==> config.mk <==
export PLATFORM = sky130hd
export DESIGN_NAME = mirror_lat_tracker
export DESIGN_NICKNAME = d
export VERILOG_FILES = /design/src/rtl/mlt_pkg.sv /design/src/rtl/mlt_flag_sync.sv /design/src/rtl/mlt_seq.sv /design/src/rtl/mlt_accum.sv /design/src/rtl/mirror_lat_tracker.sv
export SDC_FILE = /design/constraint.sdc
export NUM_CORES = 1
export LEC_CHECK = 0
export CORE_UTILIZATION = 30
export CTS_CLUSTER_DIAMETER = 150
export DETAILED_ROUTE_END_ITERATION = 12
export PLACE_DENSITY = 0.46
export SYNTH_ARGS = -nofsm -noshare
export SYNTH_HDL_FRONTEND = slang
export SYNTH_SLANG_ARGS = --single-unit
export TNS_END_PERCENT = 100
==> constraint.sdc <==
create_clock -name clk -period 6.4 [get_ports clk]
set_input_delay 1.28 -clock clk [delete_from_list [all_inputs] [get_ports clk]]
set_output_delay 1.28 -clock clk [all_outputs]
set_load 0.1 [all_outputs]
==> src/rtl/mlt_pkg.sv <==
package mlt_pkg;
   typedef enum logic [2:0] {
      ST_IDLE,
      ST_PROBE,
      ST_STEP,
      ST_WAIT,
      ST_CHECK,
      ST_FAIL
   } seq_st_e;
endpackage

==> src/rtl/mlt_flag_sync.sv <==
module mlt_flag_sync #(
   parameter int NCH = 3
) (
   input  logic           clk,
   input  logic           rst_n,
   input  logic [NCH-1:0] flag_a,
   output logic [NCH-1:0] flag_s
);
   for (genvar c = 0; c < NCH; c++) begin : g_ch
      logic meta_q;
      logic sync_q;
      always_ff @(posedge clk) begin
         if (!rst_n) begin
            meta_q <= 1'b0;
            sync_q <= 1'b0;
         end else begin
            meta_q <= flag_a[c];
            sync_q <= meta_q;
         end
      end
      assign flag_s[c] = sync_q;
   end
endmodule

==> src/rtl/mlt_seq.sv <==
module mlt_seq
   import mlt_pkg::*;
#(
   parameter int NCH   = 3,
   parameter int GAP_W = 8,
   parameter int LIM_W = 16,
   parameter int ACC_W = 24
) (
   input  logic             clk,
   input  logic             rst_n,
   input  logic             start_cal,
   input  logic [GAP_W-1:0] cfg_gap,
   input  logic [LIM_W-1:0] cfg_limit,
   input  logic [NCH-1:0]   flag_s,
   output logic [NCH-1:0]   pi_up,
   output logic [NCH-1:0]   pi_dn,
   output logic             cal_done,
   output logic             cal_timeout,
   output logic             acc_clr,
   output logic             acc_add,
   output logic [ACC_W-1:0] acc_delta
);
   localparam int CH_W = (NCH > 1) ? $clog2(NCH) : 1;
   localparam logic [CH_W-1:0] MIR_IDX = CH_W'(NCH - 1);

   seq_st_e          st;
   logic [CH_W-1:0]  ch;
   logic             tracking;
   logic             ref_flag;
   logic [LIM_W-1:0] cal_steps;
   logic [GAP_W-1:0] wait_cnt;
   logic [ACC_W-1:0] run_cnt;
   logic             crossed;

   assign crossed = (flag_s[ch] != ref_flag);

   always_ff @(posedge clk) begin
      if (!rst_n) begin
         st          <= ST_IDLE;
         ch          <= '0;
         tracking    <= 1'b0;
         ref_flag    <= 1'b0;
         cal_steps   <= '0;
         wait_cnt    <= '0;
         run_cnt     <= '0;
         cal_done    <= 1'b0;
         cal_timeout <= 1'b0;
      end else begin
         case (st)
            ST_IDLE, ST_FAIL: begin
               if (start_cal) begin
                  ch          <= '0;
                  tracking    <= 1'b0;
                  cal_timeout <= 1'b0;
                  st          <= ST_PROBE;
               end
            end
            ST_PROBE: begin
               ref_flag  <= flag_s[ch];
               cal_steps <= '0;
               run_cnt   <= '0;
               st        <= ST_STEP;
            end
            ST_STEP: begin
               if (!tracking) cal_steps <= cal_steps + 1'b1;
               run_cnt  <= ref_flag ? run_cnt - 1'b1 : run_cnt + 1'b1;
               wait_cnt <= '0;
               st       <= ST_WAIT;
            end
            ST_WAIT: begin
               if (wait_cnt >= cfg_gap) st <= ST_CHECK;
               else wait_cnt <= wait_cnt + 1'b1;
            end
            ST_CHECK: begin
               if (crossed) begin
                  st <= ST_PROBE;
                  if (!tracking) begin
                     if (ch == MIR_IDX) begin
                        tracking <= 1'b1;
                        cal_done <= 1'b1;
                     end else begin
                        ch <= ch + 1'b1;
                     end
                  end
               end else if (!tracking && cal_steps >= cfg_limit) begin
                  cal_timeout <= 1'b1;
                  st          <= ST_FAIL;
               end else begin
                  st <= ST_STEP;
               end
            end
            default: st <= ST_IDLE;
         endcase
      end
   end

   assign pi_up     = (st == ST_STEP && !ref_flag) ? (NCH'(1) << ch) : '0;
   assign pi_dn     = (st == ST_STEP &&  ref_flag) ? (NCH'(1) << ch) : '0;
   assign acc_add   = (st == ST_CHECK) && tracking && crossed;
   assign acc_clr   = (st == ST_CHECK) && !tracking && crossed && (ch == MIR_IDX);
   assign acc_delta = run_cnt;
endmodule

==> src/rtl/mlt_accum.sv <==
module mlt_accum #(
   parameter int ACC_W = 24
) (
   input  logic             clk,
   input  logic             rst_n,
   input  logic             clr,
   input  logic             add,
   input  logic [ACC_W-1:0] delta,
   output logic [ACC_W-1:0] total,
   output logic             total_vld
);
   always_ff @(posedge clk) begin
      if (!rst_n) begin
         total     <= '0;
         total_vld <= 1'b0;
      end else begin
         total_vld <= add;
         if (clr)      total <= '0;
         else if (add) total <= total + delta;
      end
   end
endmodule

==> src/rtl/mirror_lat_tracker.sv <==
module mirror_lat_tracker #(
   parameter int N_MIS = 2,
   parameter int GAP_W = 8,
   parameter int LIM_W = 16,
   parameter int ACC_W = 24
) (
   input  logic               clk,
   input  logic               rst_n,
   input  logic               start_cal,
   input  logic [GAP_W-1:0]   cfg_gap,
   input  logic [LIM_W-1:0]   cfg_limit,
   input  logic [N_MIS:0]     half_flag,
   output logic [N_MIS:0]     pi_up,
   output logic [N_MIS:0]     pi_dn,
   output logic               cal_done,
   output logic               cal_timeout,
   output logic [ACC_W-1:0]   lat_steps,
   output logic               lat_valid
);
   localparam int NCH = N_MIS + 1;

   if (N_MIS < 1) begin : g_bad_nmis
      $error("N_MIS must be at least 1");
   end
   if (GAP_W < 1 || GAP_W > 16) begin : g_bad_gap
      $error("GAP_W out of range");
   end
   if (LIM_W < 2) begin : g_bad_lim
      $error("LIM_W too small");
   end
   if (ACC_W < 8) begin : g_bad_acc
      $error("ACC_W too small");
   end

   logic [NCH-1:0]   flag_s;
   logic             acc_clr;
   logic             acc_add;
   logic [ACC_W-1:0] acc_delta;

   mlt_flag_sync #(.NCH(NCH)) u_sync (
      .clk    (clk),
      .rst_n  (rst_n),
      .flag_a (half_flag),
      .flag_s (flag_s)
   );

   mlt_seq #(.NCH(NCH), .GAP_W(GAP_W), .LIM_W(LIM_W), .ACC_W(ACC_W)) u_seq (
      .clk         (clk),
      .rst_n       (rst_n),
      .start_cal   (start_cal),
      .cfg_gap     (cfg_gap),
      .cfg_limit   (cfg_limit),
      .flag_s      (flag_s),
      .pi_up       (pi_up),
      .pi_dn       (pi_dn),
      .cal_done    (cal_done),
      .cal_timeout (cal_timeout),
      .acc_clr     (acc_clr),
      .acc_add     (acc_add),
      .acc_delta   (acc_delta)
   );

   mlt_accum #(.ACC_W(ACC_W)) u_acc (
      .clk       (clk),
      .rst_n     (rst_n),
      .clr       (acc_clr),
      .add       (acc_add),
      .delta     (acc_delta),
      .total     (lat_steps),
      .total_vld (lat_valid)
   );
endmodule

Word level (Yosys, flattened, before mapping)
Index checks and enable logic that the tools add are counted.
W data, S select, Z words.
Storage, ports and cells
  input bits: 30
  logic and storage cells: 96
  register bits after elaboration: 88
  output and inout bits: 33
Operators by class
  order comparisons: 3
  add/subtract/negate cells: 6
  reductions and logical operators: 23
  mux-type cells: 28
  eq/ne operators: 16
  bitwise logic cells: 2
  shift operators: 1
Operators by type and width (number)
  $pmux W24 S2: 1
  $pmux W16 S2: 1
  $add A24 B1 Y24 const B: 1
  $add A24 B24 Y24: 1
  $mux W24: 1
  $sub A24 B1 Y24 const B: 1
  $mux W3: 6
  $add A16 B1 Y16 const B: 1
  $ge A16 B16 Y1: 1
  $mux W16: 1
  $pmux W8 S2: 1
  $pmux W3 S5: 1
  $ne A2 B2 Y1 const B: 6
  $add A8 B1 Y8 const B: 1
  $ge A8 B8 Y1: 1
  $logic_and A1 B1 Y1: 8
  $mux W2: 4
  $mux W8: 1
  $reduce_and A4 Y1: 2
  $mux W1: 7
  $eq A3 B2 Y1 const B: 2
  $eq A3 B3 Y1 const B: 2
  $ne A2 B1 Y1 const B: 3
  $reduce_and A2 Y1: 3
  other kinds (16): 22

Longest topological paths before layout
Gate-level depths: netlist (run 1).
  depth in word-level cells: 6
  gate-level depth with buffers: 11

Cells and area by module
Synthesis (run 1) repeated with hierarchy kept, for this count alone.
Second synthesis, totals
  cells, all modules: 776
  area, all modules: 6321.1 um2
By module, submodules not included
  mlt_seq: instances 1, sequential area each 1141.1 um2, area each 3985.1 um2, cells an instance 498
  mlt_accum: instances 1, sequential area each 500.5 um2, area each 2155.8 um2, cells an instance 263
  mlt_flag_sync: instances 1, sequential area each 120.1 um2, area each 180.2 um2, cells an instance 15

Worst setup path before layout (run 1)
OpenSTA, ideal clock, no wires.
  path kind: register to output
  start point: register u_seq.st[0]
  end point: output port pi_up[0]
  path slack: 2061 ps
  arrival: 3059 ps
  data required time: 5120 ps
  stages on the path, launching flop included: 5
  cells stage by stage: dfxtp_1 > clkbuf_1 > nor2_1 > nand2_1 > nor3b_1
On the way
  cells in the longest elaborated chain, start to end: 3
RTL lines
  from (decl): line mlt_seq.sv:26  | seq_st_e st;
  from (signal assigned): line mlt_seq.sv:39  | st <= ST_IDLE;
  from (signal assigned): line mlt_seq.sv:55  | st <= ST_PROBE;
  from (signal assigned): line mlt_seq.sv:62  | st <= ST_STEP;
  $eq A3 B2 Y1: line mlt_seq.sv:97  | assign pi_up = (st == ST_STEP && !ref_flag) ? (NCH'(1) << ch) : '0;
  $logic_and A1 B1 Y1: line mlt_seq.sv:97
  $mux W3: line mlt_seq.sv:97
  to (decl): line mirror_lat_tracker.sv:13  | output logic [N_MIS:0] pi_up,
Every way passes these cells.

Final worst setup path (run 1)
  start point: register u_seq.st[0]
  end point: output port pi_dn[1]
On the way
  cells in the longest elaborated chain, start to end: 3
RTL lines
  $eq A3 B2 Y1: line mlt_seq.sv:98  | assign pi_dn = (st == ST_STEP && ref_flag) ? (NCH'(1) << ch) : '0;
  $logic_and A1 B1 Y1: line mlt_seq.sv:98
  $mux W3: line mlt_seq.sv:98
  to (decl): line mirror_lat_tracker.sv:14  | output logic [N_MIS:0] pi_dn,
Every way passes these cells.

==> impl_metrics.csv, run 1 <==
group,metric,value,unit
global_routing,grt_pass1_wl,26.3,mm
synth,synth_cells,793,
sta,fin_worst_skew,0.0125,ns
die,start_util,0.311,
drt,antenna_left,0,
placement,placed_area,0.00727,mm2
min_path,hold_path_class,"flip-flop to flip-flop",
drt,firstDrtPassIters,4,
critical_path,cp.required,5.12,ns
finish,diodes,0,
placement,place_inst,1107,
cts,cts-root-buf,"clkbuf_16",
cts,htreeDepth,3,
drt,dr_total_vias,5426,
drt,drt_iter0_markers,260,
finish,fillerInstances,2155,
synth,synthArstFlopShare,0,
cts,cts.sinks,88,
run,drv_cap,0,
power_and_ir_drop,p_leak,3.18,nW
cts,tritoncts,"done",
min_path,min_from,"u_sync.g_ch[0].meta_q",
power_and_ir_drop,internal_power,1.10,mW
die,ioPinCount,63,
power_and_ir_drop,p_comb_frac,0.276,
placement,numPortBuffers,62,
power_and_ir_drop,powerDensity,219,mW/mm2
power_and_ir_drop,p_seq_frac,0.379,
die,core,0.0205,mm2
global_routing,grtUsageTotal,0.150,
critical_path,reg2reg_from,"u_seq.ref_flag",
critical_path,crit_path_end_kind,"output port",
cts,cts_buffer_depth,2,
critical_path,path_max_fanout,15,
die,die_w,148,um
synth,ys.flop_type,"dfxtp_1",
cts,postCtsHoldBufs,0,
synth,syn_area_per_cell,8.03,um2
critical_path,crit_start,"u_seq.st[0]",
die,die_h,148,um
synth,ys_warn_count,0,
sta,maxSlewViolCount,0,
power_and_ir_drop,switching_share,0.336,
finish,fin_area,0.00758,mm2
cts,clock_latency,0.35,ns
synth,ys_seq_area_frac,0.277,
critical_path,critPathLaunchType,"flip-flop",
die,core.rowCount,52,
sta,rsz0062_at_grt,"no",
drt,post-route-drc-count,0,
sta,hold_viol_final,0,
power_and_ir_drop,switchingPower,559,uW
synth,synth_nets,899,
sta,clock.fmax,229,MHz
outcome,outcome,"finished, final reports clean",
sta,slew_headroom,0.318,
sta,finalSetupViolations,0,
cts,cts_made_buffers,9,
synth,synth_most_common_cell,"dfxtp_1",
sta,fin_crit,4.36,ns
cts,clk_pin_slew_worst_paths,0.07,ns
cts,post_cts_buffers,0,
placement,hpwl,11.8,mm
placement,gp_congestion,0.827,
drt,drt_wl_total,15.6,mm
synth,synth_area_leader_cell,"dfxtp_1",
synth,syn_area,0.00637,mm2
synth,synth_edf_count,0,
finish,final_nets,954,
finish,stdcell_count,1123,
synth,synth_top_area_share,0.277,
synth,synth.area.top_cells,"dfxtp_1 (28%), ha_1 (15%), xnor2_1 (4.5%)",
sta,final.period_utilization,0.682,
finish,final_core_util,0.370,
synth,ys_types,68,
cts,cts-resized-gates,0,
synth,ys_ff_latch,88,
global_routing,grt_overflow,0,
die,die_area,0.0218,mm2
global_routing,grt_max_degree,31,
global_routing,grt_pass1_vias,5183,
critical_path,cp.arrival,3.08,ns
drt,viasPerCell,4.83,
sta,fin_setup_tns,0,ns
sta,worstMarginPinSlew,1.02,ns
global_routing,antenna_found_initial,0,
critical_path,path_class,"flip-flop to output port",
finish,syn2layout_area_growth,19.1,%
power_and_ir_drop,clockPowerShare,0.345,
drt,wl_per_cell,13.9,um
finish,drive_gt1_frac,0.0457,
synth,synthTopCellsByCount,"dfxtp_1 (88), ha_1 (74), nand2_1 (69)",
power_and_ir_drop,ir_drop,0.136,mV
## per-stage QoR
stage | total power [mW] | worst slack (ns) | hold WS (ns)
finish | 1.66 | 2.04 | 0.431
detailed placement | 1.10 | 2.37 | 0.417
floorplan | 0.983 | 2.06 | 0.412
CTS | 1.69 | 1.98 | 0.433
global route | 1.77 | 1.79 | 0.442
global placement | 1.11 | 2.40 | 0.417
## cell type report
class / count / area, um2 / share of cell area
Clock inverter: 5 / 81.3 / 0.0107
Inverter: 52 / 195 / 0.0257
Multi-Input combinational cell: 630 / 4320 / 0.569
Sequential cell: 88 / 1760 / 0.232
Clock buffer: 11 / 233 / 0.0307
Tap cell: 270 / 338 / 0.0445
Timing Repair Buffer: 67 / 658 / 0.0868
## power by group through the flow
stage               Sequential [mW]  Clock [mW]  Combinational (mW)
global route                  0.637       0.619               0.518
finish                        0.629       0.573               0.459
global placement              0.642           0               0.464
detailed placement            0.642           0               0.462
CTS                           0.630       0.597               0.464
floorplan                     0.619           0               0.364
## registers in the layout, indices dropped and copies added (netlist names)
signal / flops
u_acc.total: 24
u_seq.acc_delta: 24
u_seq.cal_steps: 16
u_seq.wait_cnt: 8
u_seq.st: 3
u_sync.g_ch.meta_q: 3
u_sync.g_ch.sync_q: 3
u_seq.ch: 2
u_acc.total_vld: 1
u_seq.cal_done: 1
u_seq.cal_timeout: 1
u_seq.ref_flag: 1
u_seq.tracking: 1
## metal layers
metal	vias to the layer above	global-route usage	part of all wire
met3	9	0.0256	0.025
met4	0	0.0340	0.0071
met1	2421	0.217	0.55
li1	2941	-	-
met2	55	0.229	0.42
met5	-	0	0
## placed cells by master, fill, tap and decap left out, types with 6 or more instances in the layout
master           Yosys  layout
clkbuf_16            0       9
nor2_1              59      59
or3_1                9       9
nand2b_1            10      10
dfxtp_1             88      88
o21a_1              19      19
clkdlybuf4s50_1      0      62
a22oi_1             11      11
nand2_1             69      69
a21o_1              25      25
nor3_1              12      12
and3_1              13      13
nand3_1             23      23
nor3b_1              7       7
a211oi_1             6       6
xnor2_1             33      33
nor2b_1             23      23
ha_1                74      74
o21bai_1             8       8
xor2_1              16      16
nand4_1             10      10
inv_1               52      52
and2_1              14      14
o21ai_0             56      56
a21oi_1             56      56
## critical path, cell delays in order (launching register included)
cell and delay [ns]:
dfxtp_1 0.44, nor2_1 0.21, and2_0 0.68, and3_1 0.27, clkdlybuf4s50_1 1.13
## path summary, 6_finish.rpt
kind / slack (ns) / end / cells past startpoint
setup / recovery: 2.04 / pi_dn[1] / 4
hold / removal: 0.43 / u_sync.g_ch[0].sync_q / 1
setup reg to reg: 3.28 / u_seq.acc_delta[21] / 10
hold reg to reg: 0.43 / u_sync.g_ch[0].sync_q / 1
## cells by family after synthesis
group / synth area share
xor gates and xnor gates: 0.0674
and+or+nand+nor: 0.214
DFF: 0.277
adders and majority gates: 0.152
muxes: 0.0114
AOI/OAI and AO/OA: 0.232
buffers and inverters: 0.0460
(Power assumes the default switching activity.)
==> run 2, diff against run 1 <==
clock period = 4.4 ns   (was 6.4 ns; I/O delays follow)
==> run 2 against run 1 <==
  * Non-clock buffer count increased by 4
  * Sequential cell count unchanged
  * Sequential power increased by 48%
  * Worst hold slack improved by 0.0025 ns
  * Clock power increased by 41%
  * Critical path depth increased by 5
  * Wire length decreased by 0.51%
==> impl_metrics.csv, run 2 (synthesis results as in run 1) <==
group,metric,value,unit
finish,final_nets,958,
critical_path,path_class,"flip-flop to flip-flop",
finish,stdcell_count,1127,
outcome,outcome,"finished, final reports clean",
drt,dr_wl_met3,449,um
cts,cts_made_buffers,9,
power_and_ir_drop,internal_power,1.56,mW
finish,diodes,0,
sta,clock.fmax,313,MHz
global_routing,grtUsageTotal,0.153,
power_and_ir_drop,switchingPower,844,uW
drt,dr_wl_met2,6.51,mm
global_routing,grt_pass1_vias,5317,
power_and_ir_drop,clockPowerShare,0.337,
sta,hold_viol_final,0,
critical_path,path_delay_family,"compound AO/OA/AOI/OAI gates",
cts,postCtsHoldBufs,0,
critical_path,cp.arrival,3.44,ns
sta,finalSetupViolations,0,
sta,slew_headroom,0.313,
drt,routed.top_layer,"met4",
finish,layout_commonest_cell,"dfxtp_1",
cts,post_cts_buffers,0,
drt,dr_total_vias,5504,
min_path,hold_path_class,"flip-flop to flip-flop",
cts,tritoncts,"done",
sta,maxSlewViolCount,0,
global_routing,grt_pass1_wl,26.8,mm
cts,cts-root-buf,"clkbuf_16",
power_and_ir_drop,ir_drop,0.206,mV
cts,clk_pin_slew_worst_paths,0.07,ns
sta,rsz0062_at_grt,"no",
critical_path,crit_path_end_kind,"flip-flop",
critical_path,worstPathCellList,"ha_1 > a21o_1 > a211o_1 > o221ai_2 > a21oi_2 > o21a_1 > o21a_1 > or3_1 > a32o_1",
die,core.rowCount,52,
critical_path,critPathBufInv,0,
critical_path,critPathLaunchType,"flip-flop",
die,start_util,0.311,
drt,firstDrtPassIters,4,
sta,fin_crit,3.19,ns
finish,multiInputGateArea,0.00432,mm2
power_and_ir_drop,powerDensity,317,mW/mm2
cts,cts.sinks,88,
drt,antenna_left,0,
die,die_h,148,um
placement,place_inst,1111,
power_and_ir_drop,switching_share,0.352,
cts,clock_latency,0.36,ns
global_routing,grt_overflow,0,
drt,drt_wl_total,15.5,mm
finish,syn2layout_area_growth,19.1,%
drt,post-route-drc-count,0,
sta,fin_worst_skew,0.00789,ns
drt,wl_per_cell,13.8,um
power_and_ir_drop,p_comb_frac,0.276,
critical_path,slowest_stage,"dfxtp_1",
sta,worstMarginPinSlew,1.03,ns
placement,hpwl,11.8,mm
die,ioPinCount,63,
run,drv_cap,0,
critical_path,path_max_fanout,22,
cts,cts-resized-gates,0,
cts,htreeDepth,3,
critical_path,slowest_delay,0.89,ns
critical_path,critPathMostFrequentCell,"o21a_1",
drt,viasPerCell,4.88,
critical_path,cp.required,4.65,ns
placement,gp_congestion,0.799,
global_routing,antenna_found_initial,0,
global_routing,grt_max_degree,24,
power_and_ir_drop,p_seq_frac,0.387,
finish,fillerInstances,2190,
placement,numPortBuffers,62,
sta,fin_setup_tns,0,ns
power_and_ir_drop,p_leak,3.21,nW
finish,final_cell_mix,"dfxtp_1 (88), ha_1 (74), nand2_1 (69)",
finish,register_area,0.00176,mm2
sta,final.period_utilization,0.726,
drt,drt_iter0_markers,214,
cts,cts_buffer_depth,2,
drt,wl_met1,8.36,mm
die,die_w,148,um
finish,drive_gt1_frac,0.0583,
die,core,0.0205,mm2
die,die_area,0.0218,mm2
-- run 2: per-stage QoR --
stage | hold WS, ns | setup WS (ns) | util | power [mW] | instance area (um2)
floorplan | 0.412 | 0.461 | - | 1.43 | 6370
detailed placement | 0.417 | 1.04 | 0.355 | 1.61 | 7280
global route | 0.443 | 0.906 | 0.370 | 2.55 | 7580
global placement | 0.417 | 1.08 | 0.355 | 1.61 | 7280
finish | 0.433 | 1.21 | 0.370 | 2.40 | 7580
CTS | 0.433 | 1.15 | 0.370 | 2.43 | 7580
-- run 2: per-layer routing --
layer	vias to the layer above	track usage
met5	-	0
met4	0	0.0433
met3	11	0.0244
met2	73	0.233
met1	2456	0.220
li1	2964	-
-- run 2: final timing paths --
check / from / slack [ns] / end / cells after the start
setup reg to reg: u_seq.ref_flag / 1.21 / u_seq.acc_delta[11] / 9
setup / recovery: u_seq.ref_flag / 1.21 / u_seq.acc_delta[11] / 9
hold / removal: u_sync.g_ch[0].meta_q / 0.43 / u_sync.g_ch[0].sync_q / 1
hold reg to reg: u_sync.g_ch[0].meta_q / 0.43 / u_sync.g_ch[0].sync_q / 1
-- run 2: final cells by class --
type                    instances  share of cell area
multi-input cells             630               0.569
repair buffers                 71              0.0888
well taps                     270              0.0446
flip-flops and latches         88               0.232
clock buffers                  10              0.0302
inverters                      52              0.0258
clock inverters                 6             0.00875
-- run 2: worst reg2reg max path, delay by kind of cell, from the launching register on --
family / cells / cell delay, ns
fa+ha+maj: 1 / 0.42
simple gates: 1 / 0.30
flops: 1 / 0.89
compound gates: 7 / 1.49
-- run 2: power groups by stage --
stage	combinational, mW	sequential, mW	clock, mW
final	0.662	0.928	0.809
after floorplan	0.529	0.900	0
after detailed placement	0.664	0.947	0
after global routing	0.750	0.940	0.865
after global placement	0.666	0.947	0
after CTS	0.667	0.928	0.837
